File: src/rtl/round_key_gen.sv
module round_key_gen #(
  parameter int KEY_W  = 128,
  parameter int ROUNDS = 20
) (
  input  logic                      clk,
  input  logic                      rst_n,
  input  logic                      load_i,
  input  logic [KEY_W-1:0]          master_key_i,
  input  logic                      advance_i,
  output logic [$clog2(ROUNDS)-1:0] round_idx_o,
  output logic [KEY_W/2-1:0]        round_key_o,
  output logic                      key_valid_o
);
  localparam int HW = KEY_W / 2;
  localparam int RW = $clog2(ROUNDS);
  localparam logic [RW-1:0] LAST = RW'(ROUNDS - 1);

  logic [HW-1:0] sreg, kmask;
  logic [RW-1:0] rnd;
  logic          vld;

  function automatic logic [63:0] rconst(input logic [RW-1:0] i);
    case (i)
      0:  rconst = 64'h243F6A8885A308D3;
      1:  rconst = 64'h13198A2E03707344;
      2:  rconst = 64'hA4093822299F31D0;
      3:  rconst = 64'h082EFA98EC4E6C89;
      4:  rconst = 64'h452821E638D01377;
      5:  rconst = 64'hBE5466CF34E90C6C;
      6:  rconst = 64'hC0AC29B7C97C50DD;
      7:  rconst = 64'h3F84D5B5B5470917;
      8:  rconst = 64'h9216D5D98979FB1B;
      9:  rconst = 64'hD1310BA698DFB5AC;
      10: rconst = 64'h2FFD72DBD01ADFB7;
      11: rconst = 64'hB8E1AFED6A267E96;
      12: rconst = 64'hBA7C9045F12C7F99;
      13: rconst = 64'h24A19947B3916CF7;
      14: rconst = 64'h0801F2E2858EFC16;
      15: rconst = 64'h636920D871574E69;
      16: rconst = 64'hA458FEA3F4933D7E;
      17: rconst = 64'h0D95748F728EB658;
      18: rconst = 64'h718BCD5882154AEE;
      19: rconst = 64'h7B54A41DC25A59B5;
      default: rconst = 64'h0;
    endcase
  endfunction

  wire          step   = vld && advance_i && !load_i;
  wire [HW-1:0] sreg_n = {sreg[0] ^ sreg[1] ^ sreg[3] ^ sreg[4], sreg[HW-1:1]};

  always_ff @(posedge clk or negedge rst_n) begin
    if (!rst_n) begin
      sreg  <= '0;
      kmask <= '0;
      rnd   <= '0;
      vld   <= 1'b0;
    end else if (load_i) begin
      sreg  <= master_key_i[KEY_W-1:HW];
      kmask <= master_key_i[HW-1:0];
      rnd   <= '0;
      vld   <= 1'b1;
    end else if (step) begin
      if (rnd == LAST) begin
        vld <= 1'b0;
      end else begin
        sreg <= sreg_n;
        rnd  <= rnd + 1'b1;
      end
    end
  end

  assign round_idx_o = rnd;
  assign key_valid_o = vld;
  assign round_key_o = kmask ^ sreg ^ HW'(rconst(rnd));

  always_comb begin
    if (rst_n) begin
      p_round_in_range_r3: assert (rnd <= LAST);
    end
  end

  p_load_starts_r2: assert property (@(posedge clk) disable iff (!rst_n)
    load_i |=> (vld && rnd == '0 && sreg == $past(master_key_i[KEY_W-1:HW])));

  p_step_shift_r3: assert property (@(posedge clk) disable iff (!rst_n)
    (step && rnd != LAST) |=> (rnd == $past(rnd) + 1'b1 && sreg[HW-2:0] == $past(sreg[HW-1:1])));

  p_mask_hold_r5: assert property (@(posedge clk) disable iff (!rst_n)
    !load_i |=> $stable(kmask));

  p_zero_stays_r6: assert property (@(posedge clk) disable iff (!rst_n)
    (sreg == '0 && !load_i) |=> sreg == '0);

  p_last_drops_r7: assert property (@(posedge clk) disable iff (!rst_n)
    (step && rnd == LAST) |=> (!vld && rnd == LAST));

  p_idle_hold_r8: assert property (@(posedge clk) disable iff (!rst_n)
    (!vld && !load_i) |=> (!vld && $stable(rnd) && $stable(sreg)));
endmodule

File: config.mk
export PLATFORM = sky130hd
export DESIGN_NAME = round_key_gen
export DESIGN_NICKNAME = d
export VERILOG_FILES = /design/src/rtl/round_key_gen.sv
export SDC_FILE = /design/constraint.sdc
export NUM_CORES = 1
export LEC_CHECK = 0
export BUFFER_PORTS_ARGS = -buffer_cell sky130_fd_sc_hd__buf_4
export CAP_MARGIN = 25
export CORE_MARGIN = 2
export CORE_UTILIZATION = 45
export CTS_CLUSTER_SIZE = 25
export DETAILED_ROUTE_END_ITERATION = 10
export GPL_TIMING_DRIVEN = 0
export PLACE_DENSITY_LB_ADDON = 0.05
export SLEW_MARGIN = 15
export SYNTH_ARGS = -nofsm -noshare
export SYNTH_HDL_FRONTEND = slang
export SYNTH_SLANG_ARGS = --single-unit
File: constraint.sdc
create_clock -name clk -period 4 [get_ports clk]
set_input_delay 0.2 -clock clk [delete_from_list [all_inputs] [get_ports clk]]
set_output_delay 0.2 -clock clk [all_outputs]
set_load 0.02 [all_outputs]
==> flow_metrics.tcl <==
set metrics [dict create \
    critPathRequiredTime_ns 3.80 \
    finalInstanceArea_mm2 0.01172 \
    synth_top_family_by_area "multiplexers" \
    synth_fa_ha_area_share_pct 1.309 \
    hp-start "master_key_i[75]" \
    clockBufferDepth 2 \
    antenna_found_initial 0 \
    relSlewSlack_pct 41.14 \
    start_kind "flop" \
    nFillCells 1622 \
    ys.flop_type "dfrtp_1" \
    layout_min_cycle_time_ns 3.922 \
    r2r-start "round_idx_o[0]" \
    diodes 0 \
    port_buffers 200 \
    synth.distinct_cells 55 \
    rsz0062_at_grt "false" \
    vias_per_cell 5.647 \
    drt_iter0_markers 734 \
    start_util_pct 46.01 \
    syn_avg_cell_area_um2 9.669 \
    yosysWarnings 0 \
    worstSetupEndpointType "primary output" \
    die_w_um 142.3 \
    synth_top_cell_by_area "dfrtp_1" \
    cts_made_buffers 17 \
    placed_area_mm2 0.01044 \
    cts_root_buffer "clkbuf_16" \
    maxSlewViolCount 0 \
    seq_area_frac_synth_pct 38.96 \
    cts_setup_buffers 0 \
    fin_util_pct 62.66 \
    vias 8036 \
    die_h_um 142.3 \
    synth_top_area_share_pct 38.96 \
    grt_pass1_wl_um 48130 \
    drive_above_1_share_pct 28.60 \
    drc 0 \
    synthTopCellsByCount "dfrtp_1 (134), xnor2_1 (101), o21ai_0 (96)" \
    ir_drop_mv 0.2966 \
    finClkSkew_ns 0.008239 \
    ys_top_cells_by_area "dfrtp_1 (39%), xnor2_1 (10%), mux2_2 (8.5%)" \
    fmax_mhz 254.9 \
    maxCapViolCount 0 \
    synthToLayoutAreaGrowth_pct 36.19 \
    grt-ovfl-total 0 \
    synth_area_mm2 0.008606 \
    routed_wl_um 31810 \
    hold_viol_final 0 \
    synth.most_common_cell "dfrtp_1" \
    tns_ns 0 \
    syn_inst 890 \
    dr.pass1.iters 8 \
    rows 50 \
    crit_type "reg -> out" \
    grt_max_degree 76 \
    htreeDepth 4 \
    fp.dieArea_mm2 0.02025 \
    startpoint "round_idx_o[1]" \
    gp_congestion 1.004 \
    clk_pin_slew_worst_paths_ns 0.06 \
    hpwl_um 22810 \
    p_leak_nw 5.171 \
    worst_slew_pin_slew_ns 0.8812 \
    hold_class "in -> reg" \
    synth_edf_count 0 \
    coreArea_mm2 0.01871 \
    fin_nets 1317 \
    synth-simple-area-share_pct 10.56 \
    cts_tree "yes" \
    period_share_pct 98.06 \
    synth_compound_area_share_pct 15.08 \
    track_usage_pct 31.48 \
    synthMuxAreaShare_pct 16.30 \
    powerDensity_mw_per_mm2 433.8 \
    post_synth_xor_area_fraction_pct 13.64 \
    grt_pass1_vias 8280 \
    arrival_ns 3.72 \
    ant_nets 0 \
    status "finished, final reports clean" \
    setup_viol 0 \
    clk_latency_ns 0.43 \
    synth_nets 1031 \
    synth_seq_cells 134 \
    io_pins 202 \
    wl_per_cell_um 22.35 \
    async_flop_share_pct 100.0 \
    worstPathMaxFanout 10 \
    cts.sinks 134 \
]
[power breakdown]
group	switching (mW)	leakage, nW	total [mW]	internal (mW)
registers	0.130	1.60	1.62	1.49
logic	0.975	3.27	1.81	0.835
clock network	0.644	0.295	1.65	1.01
[state kept, by name, summed over array words and instances, names as in the netlist]
signal	cells
key_valid_o	1
round_idx_o	5
kmask	64
sreg	64
[cell type report]
cell class / instances / area [µm²] / area share [%]
repair buffers: 267 / 2197 / 18.75
plain buffers: 71 / 334.1 / 2.850
clock inverters: 13 / 171.4 / 1.463
inverters: 7 / 26.28 / 0.2242
multi-input cells: 678 / 4901 / 41.82
clock buffers: 19 / 442.9 / 3.779
flip-flops and latches: 134 / 3354 / 28.62
well taps: 234 / 292.8 / 2.498
[layer usage]
| layer | global-route usage [%] | up-vias | part of all wire (%) |
|---|---|---|---|
| met5 | 0 | - | 0 |
| met4 | 12.71 | 0 | 3.4 |
| met3 | 7.873 | 81 | 8.1 |
| met1 | 41.02 | 3853 | 43 |
| met2 | 50.34 | 409 | 46 |
| li1 | - | 3693 | - |
[cells by family (layout without fill, tap and decap cells)]
group	count (synthesis)	in the layout
buffers and inverters	78	377
XOR/XNOR	134	134
AND/OR/NAND/NOR	193	193
multiplexers	132	132
AO/OA/AOI/OAI	210	210
adder cells (fa/ha/maj)	9	9
flip-flops	134	134
[critical path, cell delays in order (launching register included)]
cell and delay, ns:
dfrtp_1 0.52, clkbuf_2 0.34, inv_1 0.32, ha_1 0.30
clkbuf_1 0.30, o21ai_1 0.61, o311ai_0 0.42, xnor2_1 0.30
buf_4 0.17
[layout by cell type, fill, tap and decap left out, drive strengths merged, types with 7 or more instances in the layout]
master	instances
buf	229
dfrtp	134
o21ai	112
xnor2	101
nand2	88
mux2i	67
dlygate4sd3	66
mux2	65
clkbuf	62
xor2	33
nor2	28
a21oi	25
nand2b	19
nor2b	16
nand3	14
inv	11
ha	9
a211oi	8
or2	7
o221ai	7
o311ai	7
[final timing paths]
path | endpoint | slack, ns | cells past startpoint
setup reg to reg | sreg[9] | 1.51 | 7
setup / recovery | round_key_o[47] | 0.08 | 8
hold / removal | sreg[11] | 0.006 | 3
min in group asynchronous | kmask[20] | 0.28 | 2
hold reg to reg | kmask[51] | 0.53 | 1
max in group asynchronous | kmask[54] | 2.98 | 3
[through the flow]
stage               worst slack, ns  instances  hold slack [ns]  total power [mW]
floorplan                     1.358        890         -0.09559             2.649
global placement           0.008801       1324           0.4090             3.369
detailed placement           0.1521       1325           0.1604             3.384
CTS                          0.1179       1423       0.00001438             5.096
global route                0.08405       1423         0.002549             5.302
finish                      0.07756       1423         0.005993             5.084
[repair_timing]
| item | in CTS | in global routing |
|---|---|---|
| gates cloned | 0 | 0 |
| hold buffers | 66 | 0 |
| setup endpoints to repair | 9 | 4 |
| gates resized for setup | 4 | 3 |
| hold endpoints to repair | 124 | 0 |
| pin swaps | 0 | 0 |
No activity file was read; power rests on OpenSTA's default activity.
